**config.mk**
```make
export PLATFORM = sky130hd
export DESIGN_NAME = mshr_throttle_ctl
export DESIGN_NICKNAME = d
export VERILOG_FILES = /design/src/rtl/thr_pkg.sv /design/src/rtl/ipt_max_scan.sv /design/src/rtl/ipt_repeat_gate.sv /design/src/rtl/ipt_limit_step.sv /design/src/rtl/mshr_throttle_ctl.sv
export SDC_FILE = /design/constraint.sdc
export NUM_CORES = 1
export LEC_CHECK = 0
export ABC_AREA = 1
export BUFFER_PORTS_ARGS = -buffer_cell sky130_fd_sc_hd__buf_2
export CAP_MARGIN = 30
export CORE_MARGIN = 2
export CORE_UTILIZATION = 25
export DETAILED_ROUTE_END_ITERATION = 10
export GPL_ROUTABILITY_DRIVEN = 0
export PLACE_DENSITY_LB_ADDON = 0.25
export SYNTH_ARGS = -nofsm -noshare
export SYNTH_HDL_FRONTEND = slang
export SYNTH_SLANG_ARGS = --single-unit
```
**constraint.sdc**
```tcl
create_clock -name clk -period 7.85 [get_ports clk]
set_clock_uncertainty 0.15 [all_clocks]
set_input_delay 0.785 -clock clk [delete_from_list [all_inputs] [get_ports clk]]
set_output_delay 0.785 -clock clk [all_outputs]
set_load 0.01 [all_outputs]
```
**src/rtl/thr_pkg.sv**
```systemverilog
package thr_pkg;

  typedef enum logic [1:0] {
    ST_IDLE   = 2'd0,
    ST_SCAN   = 2'd1,
    ST_DECIDE = 2'd2
  } thr_state_e;

  typedef enum logic [1:0] {
    ACT_NONE    = 2'd0,
    ACT_NEWPAIR = 2'd1,
    ACT_COUNT   = 2'd2,
    ACT_REDUCE  = 2'd3
  } thr_act_e;

endpackage

```
**src/rtl/ipt_max_scan.sv**
```systemverilog
module ipt_max_scan #(
  parameter int NPROC = 4,
  parameter int IPW   = 12
) (
  input  logic                              clk,
  input  logic                              rst_n,
  input  logic                              clr_en,
  input  logic                              step_en,
  input  logic [NPROC*NPROC*IPW-1:0]        ip_cnt,
  output logic [IPW-1:0]                    best_val,
  output logic [2*$clog2(NPROC)-1:0]        best_idx,
  output logic                              scan_last
);
  localparam int NPAIR = NPROC * NPROC;
  localparam int IW    = 2 * $clog2(NPROC);
  localparam logic [IW-1:0] LAST_IDX = IW'(NPAIR - 1);

  logic [IW-1:0]  idx_q, idx_d;
  logic [IPW-1:0] bval_q, bval_d;
  logic [IW-1:0]  bidx_q, bidx_d;
  logic [IPW-1:0] cand;
  logic           take;

  assign cand = ip_cnt[idx_q*IPW +: IPW];
  // strict compare keeps the earliest index on a tie
  assign take = (idx_q == '0) || (cand > bval_q);

  always_comb begin
    idx_d  = idx_q;
    bval_d = bval_q;
    bidx_d = bidx_q;
    if (clr_en) begin
      idx_d  = '0;
      bval_d = '0;
      bidx_d = '0;
    end else if (step_en) begin
      idx_d = (idx_q == LAST_IDX) ? '0 : idx_q + 1'b1;
      if (take) begin
        bval_d = cand;
        bidx_d = idx_q;
      end
    end
  end

  always_ff @(posedge clk or negedge rst_n) begin
    if (!rst_n) begin
      idx_q  <= '0;
      bval_q <= '0;
      bidx_q <= '0;
    end else if (clr_en || step_en) begin
      idx_q  <= idx_d;
      bval_q <= bval_d;
      bidx_q <= bidx_d;
    end
  end

  assign best_val  = bval_q;
  assign best_idx  = bidx_q;
  assign scan_last = step_en && (idx_q == LAST_IDX);

endmodule

```
**src/rtl/ipt_repeat_gate.sv**
```systemverilog
module ipt_repeat_gate
  import thr_pkg::*;
#(
  parameter int NPROC = 4,
  parameter int IPW   = 12,
  parameter int RPTW  = 3
) (
  input  logic                        clk,
  input  logic                        rst_n,
  input  logic                        eval_en,
  input  logic [IPW-1:0]              best_val,
  input  logic [2*$clog2(NPROC)-1:0]  best_idx,
  input  logic [IPW-1:0]              max_allowed,
  input  logic [RPTW-1:0]             rpt_thresh,
  output logic                        reduce,
  output logic [$clog2(NPROC)-1:0]    culprit
);
  localparam int PW = $clog2(NPROC);
  localparam int IW = 2 * PW;
  localparam logic [RPTW-1:0] RPT_MAX = '1;

  logic            vld_q, vld_d;
  logic [IW-1:0]   pair_q, pair_d;
  logic [RPTW-1:0] rpt_q, rpt_d;
  thr_act_e        act;
  logic            over;

  assign over = best_val > max_allowed;

  always_comb begin
    act = ACT_NONE;
    if (eval_en && over) begin
      if (vld_q && (best_idx == pair_q)) begin
        act = (rpt_q > rpt_thresh) ? ACT_REDUCE : ACT_COUNT;
      end else begin
        act = ACT_NEWPAIR;
      end
    end
  end

  always_comb begin
    vld_d  = vld_q;
    pair_d = pair_q;
    rpt_d  = rpt_q;
    unique case (act)
      ACT_NEWPAIR: begin
        vld_d  = 1'b1;
        pair_d = best_idx;
        rpt_d  = '0;
      end
      ACT_COUNT:  rpt_d = (rpt_q == RPT_MAX) ? rpt_q : rpt_q + 1'b1;
      ACT_REDUCE: rpt_d = '0;
      default: ;
    endcase
  end

  always_ff @(posedge clk or negedge rst_n) begin
    if (!rst_n) begin
      vld_q  <= 1'b0;
      pair_q <= '0;
      rpt_q  <= '0;
    end else if (eval_en) begin
      vld_q  <= vld_d;
      pair_q <= pair_d;
      rpt_q  <= rpt_d;
    end
  end

  assign reduce  = (act == ACT_REDUCE);
  assign culprit = best_idx[IW-1:PW];

endmodule

```
**src/rtl/ipt_limit_step.sv**
```systemverilog
module ipt_limit_step #(
  parameter int NPROC = 4,
  parameter int MSHRW = 4
) (
  input  logic                      reduce,
  input  logic [$clog2(NPROC)-1:0]  culprit,
  input  logic [NPROC*MSHRW-1:0]    cur_limit,
  output logic [NPROC-1:0]          we_d,
  output logic [MSHRW-1:0]          val_d
);
  localparam logic [MSHRW-1:0] ONE = MSHRW'(1);

  logic [MSHRW-1:0] cur;

  assign cur = cur_limit[culprit*MSHRW +: MSHRW];

  for (genvar p = 0; p < NPROC; p++) begin : g_we
    assign we_d[p] = reduce && (culprit == p[$clog2(NPROC)-1:0]);
  end

  always_comb begin
    val_d = '0;
    if (reduce) begin
      val_d = (cur > ONE) ? cur - ONE : ONE;
    end
  end

endmodule

```
**src/rtl/mshr_throttle_ctl.sv**
```systemverilog
module mshr_throttle_ctl
  import thr_pkg::*;
#(
  parameter int NPROC = 4,
  parameter int IPW   = 12,
  parameter int MSHRW = 4,
  parameter int RPTW  = 3
) (
  input  logic                         clk,
  input  logic                         rst_n,
  input  logic                         eval_start,
  input  logic [NPROC*NPROC*IPW-1:0]   ip_cnt,
  input  logic [IPW-1:0]               ip_max_allowed,
  input  logic [RPTW-1:0]              rpt_thresh,
  input  logic [NPROC*MSHRW-1:0]       cur_limit,
  output logic                         busy,
  output logic                         done,
  output logic                         ip_clear,
  output logic [NPROC-1:0]             lim_we,
  output logic [MSHRW-1:0]             lim_val
);
  localparam int PW = $clog2(NPROC);
  localparam int IW = 2 * PW;

  thr_state_e       state_q, state_d;
  logic             start_en, scan_en, decide_en, scan_last;
  logic [IPW-1:0]   best_val;
  logic [IW-1:0]    best_idx;
  logic             reduce;
  logic [PW-1:0]    culprit;
  logic [NPROC-1:0] we_d;
  logic [MSHRW-1:0] val_d;
  logic             done_q, clr_q;
  logic [NPROC-1:0] we_q;
  logic [MSHRW-1:0] val_q;

  assign start_en  = (state_q == ST_IDLE) && eval_start;
  assign scan_en   = (state_q == ST_SCAN);
  assign decide_en = (state_q == ST_DECIDE);

  always_comb begin
    state_d = state_q;
    unique case (state_q)
      ST_IDLE:   if (eval_start) state_d = ST_SCAN;
      ST_SCAN:   if (scan_last)  state_d = ST_DECIDE;
      ST_DECIDE: state_d = ST_IDLE;
      default:   state_d = ST_IDLE;
    endcase
  end

  always_ff @(posedge clk or negedge rst_n) begin
    if (!rst_n) state_q <= ST_IDLE;
    else        state_q <= state_d;
  end

  ipt_max_scan #(.NPROC(NPROC), .IPW(IPW)) u_scan (
    .clk      (clk),
    .rst_n    (rst_n),
    .clr_en   (start_en),
    .step_en  (scan_en),
    .ip_cnt   (ip_cnt),
    .best_val (best_val),
    .best_idx (best_idx),
    .scan_last(scan_last)
  );

  ipt_repeat_gate #(.NPROC(NPROC), .IPW(IPW), .RPTW(RPTW)) u_gate (
    .clk        (clk),
    .rst_n      (rst_n),
    .eval_en    (decide_en),
    .best_val   (best_val),
    .best_idx   (best_idx),
    .max_allowed(ip_max_allowed),
    .rpt_thresh (rpt_thresh),
    .reduce     (reduce),
    .culprit    (culprit)
  );

  ipt_limit_step #(.NPROC(NPROC), .MSHRW(MSHRW)) u_step (
    .reduce   (reduce),
    .culprit  (culprit),
    .cur_limit(cur_limit),
    .we_d     (we_d),
    .val_d    (val_d)
  );

  always_ff @(posedge clk or negedge rst_n) begin
    if (!rst_n) begin
      done_q <= 1'b0;
      clr_q  <= 1'b0;
      we_q   <= '0;
      val_q  <= '0;
    end else begin
      done_q <= decide_en;
      clr_q  <= decide_en;
      we_q   <= we_d;
      val_q  <= val_d;
    end
  end

  assign busy     = (state_q != ST_IDLE);
  assign done     = done_q;
  assign ip_clear = clr_q;
  assign lim_we   = we_q;
  assign lim_val  = val_q;

endmodule

```
==> results.txt <==
outcome = completed
Root Buffer = clkbuf_16
syn nets = 1115
vias in the first global route = 5564
diode count = 0
Port Buffers = 236
CTS max path bufs = 2
r2r setup slk = 4.08 ns
Final Cycle Share = 48.00%
Slew Viols, Final = 0
crit path cell chain = buf_4 > inv_2 > o21ai_0 > o21ai_0 > nand2_1 > nand2_1 > inv_1 > nand2_1 > ha_1 > nand2_1 > inv_1 > nand2_1 > nor2_1 > nand2_1 > nand3_1 > nand2_1 > a21oi_2 > nand2_1 > nand2_1
initial antenna violation count = 0
DIE WIDTH = 141.6 um
reg2reg path depth = 19
dpl ws = 3.897 ns
most frequent cells in the layout = nand2_1 (373), buf_2 (236), nor2_1 (115), inv_1 (74), o21ai_0 (62)
Reg2Reg Launch Point = u_scan.idx_q[1]
HPWL Detailed = 13400 um
all-layer global routing usage = 16.66%
fin crit period = 3.768 ns
Worst EP required = 7.92 ns
first-pass GRT wire length = 26990 um
Mapped Avg Cell Area = 5.530 um2
placed insts = 1284
CTS clk-pin slew, worst paths = 0.06 ns
cts bufs inserted = 5
DRC = 0
CP Data Arrival Time = 3.84 ns
largest net degree at the start of global routing = 102
# hold bufs at CTS = 0
num ports = 237
Startpoint Class = flip-flop
peak supply drop = 0.1405 mV
critical path fanouts, max = 63
Starting Density = 25.39%
H-Tree Depth = 2
top_reg_cell synth = dfrtp_1
post-synthesis sequential area ratio = 20.62%
Area Overhead vs Synth = 28.79%
Post-CTS Resized = 0
Final Hold Fails = 0
Cell variety after synth = 33
clock sinks = 39
R2R Path End = u_scan.best_val[9]
Final WS setup = 4.082 ns
clk_lat worst skew = 0.28 ns
height of the die = 141.6 um
worst hold endpoint = u_gate.vld_q
most common cell after layout, fill and taps aside = nand2_1
Max Freq = 265.4 MHz
CP peak stage delay = 0.53 ns
synthesis warning total = 0
Synth Cell Area = 4733 um2
setup tns final = 0 ns
post-route ant nets = 0
endpoint class of the critical path = flip-flop
worst hold slack = 0.3199 ns
measured slew at the worst slew-check pin = 0.8620 ns
slowest cell on the critical path = buf_4
unrepaired setup endpoints after global routing = false
# setup viols final = 0
cell count after synthesis = 856
Post-CTS Setup Bufs = 0
HP Start = u_gate.vld_q
drt pass-1 iters = 4
Crit Path Class = flip-flop to flip-flop
Leak = 3.665 nW
Routed WL = 16820 um
ys async rst share = 100.0%
vias = 5765
drt wl/cell = 13.01 um
most frequent CP cell = nand2_1
remaining global-route overflow = 0
nets@finish = 1317
DRT iter0 DRCs = 279
EDFF count, synth = 0
Seq cells post-synth = 39
Pwr per Cell Area = 359.8 nW/um2
row cnt = 50
layout cells sized above 1 = 24.55%
max cap viols = 0
routed vias/inst = 4.459
Max-slew headroom = 42.54%
non-filler cells, final = 1293
Min-Delay Path Class = flip-flop to flip-flop
hold path depth = 2
Die ar. = 20050 um2
Final Core Density = 32.70%
Placeable Area = 18640 um2
CTS tree = done
## synthesized netlist by cell type (2+ instances only)
cell type	n	area, um2
buf_2	15	75.07
and2_1	2	12.51
inv_1	74	277.8
a21oi_1	22	110.1
nor2_2	2	12.51
ha_1	33	412.9
o21ai_1	11	55.05
nand4_1	5	31.28
inv_2	3	11.26
nand3_1	54	270.3
nand2_2	3	18.77
nor2_1	115	431.7
clkbuf_1	7	26.28
dfrtp_1	39	975.9
a31oi_1	2	12.51
xor2_1	2	17.52
nand2_1	373	1400
buf_4	11	82.58
o21ai_0	62	310.3
buf_6	8	90.09
## per-stage QoR
step	power (mW)	cell area [um2]
3_5_place_dp	2.005	5927
5_1_grt	2.513	6096
2_1_floorplan	1.674	4733
6_report	2.193	6096
4_1_cts	2.210	6068
3_3_place_gp	2.001	5927
## routing by layer
layer / GRT usage [%] / wire length, um / vias to the layer above
li1: - / - / 3061
met1: 22.45 / 7921 / 2510
met2: 28.00 / 7675 / 172
met3: 2.531 / 885 / 22
met4: 4.105 / 342 / 0
met5: 0 / 0 / -
## worst max-delay path by stage
stage / slack [ns] / end / from
final: 4.08 / u_scan.best_val[9] / u_scan.idx_q[1]
after global placement: 3.93 / u_scan.best_val[3] / u_scan.idx_q[0]
after global routing: 3.62 / u_scan.best_val[10] / u_scan.idx_q[1]
after detailed placement: 3.90 / u_scan.best_val[9] / u_scan.idx_q[0]
after CTS: 3.88 / u_scan.best_val[9] / u_scan.idx_q[0]
after floorplan: 5.23 / u_scan.best_val[4] / ip_cnt[155]
## worst max-delay path: cells and delay by family, from the launching register on
kind	cells	cell delay, ns
and+or+nand+nor	11	0.91
buffers and inverters	4	1.15
DFF	1	0.33
AOI/OAI and AO/OA	3	0.83
adders and majority gates	1	0.29
## cell families after synthesis
family	share of synthesized area, %
simple gates	46.60
compound gates	11.10
xor+xnor	0.3701
flops	20.62
fa+ha+maj	8.723
buf+inv	12.58
## where the power goes
| group | internal [mW] | switching (mW) |
|---|---|---|
| Combinational | 0.566 | 1.08 |
| Sequential | 0.265 | 0.0819 |
| Clock | 0.117 | 0.0782 |
| Total | 0.948 | 1.25 |
## flip-flops by register name, summed over array words and instances, names as in the netlist
name / count
u_scan.best_val: 12
lim_val: 4
lim_we: 4
u_gate.pair_q: 4
u_scan.best_idx: 4
u_scan.idx_q: 4
u_gate.rpt_q: 3
state_q: 2
ip_clear: 1
u_gate.vld_q: 1
## layout make-up
type	instances	area (um2)
inverters	78	297.8
flip-flops and latches	39	978.4
multi-input cells	695	3162
well taps	234	292.8
repair buffers	239	1224
clock inverters	2	12.51
clock buffers	6	128.9
fillers	2199	12550
Power figures use the tool's default switching activity.
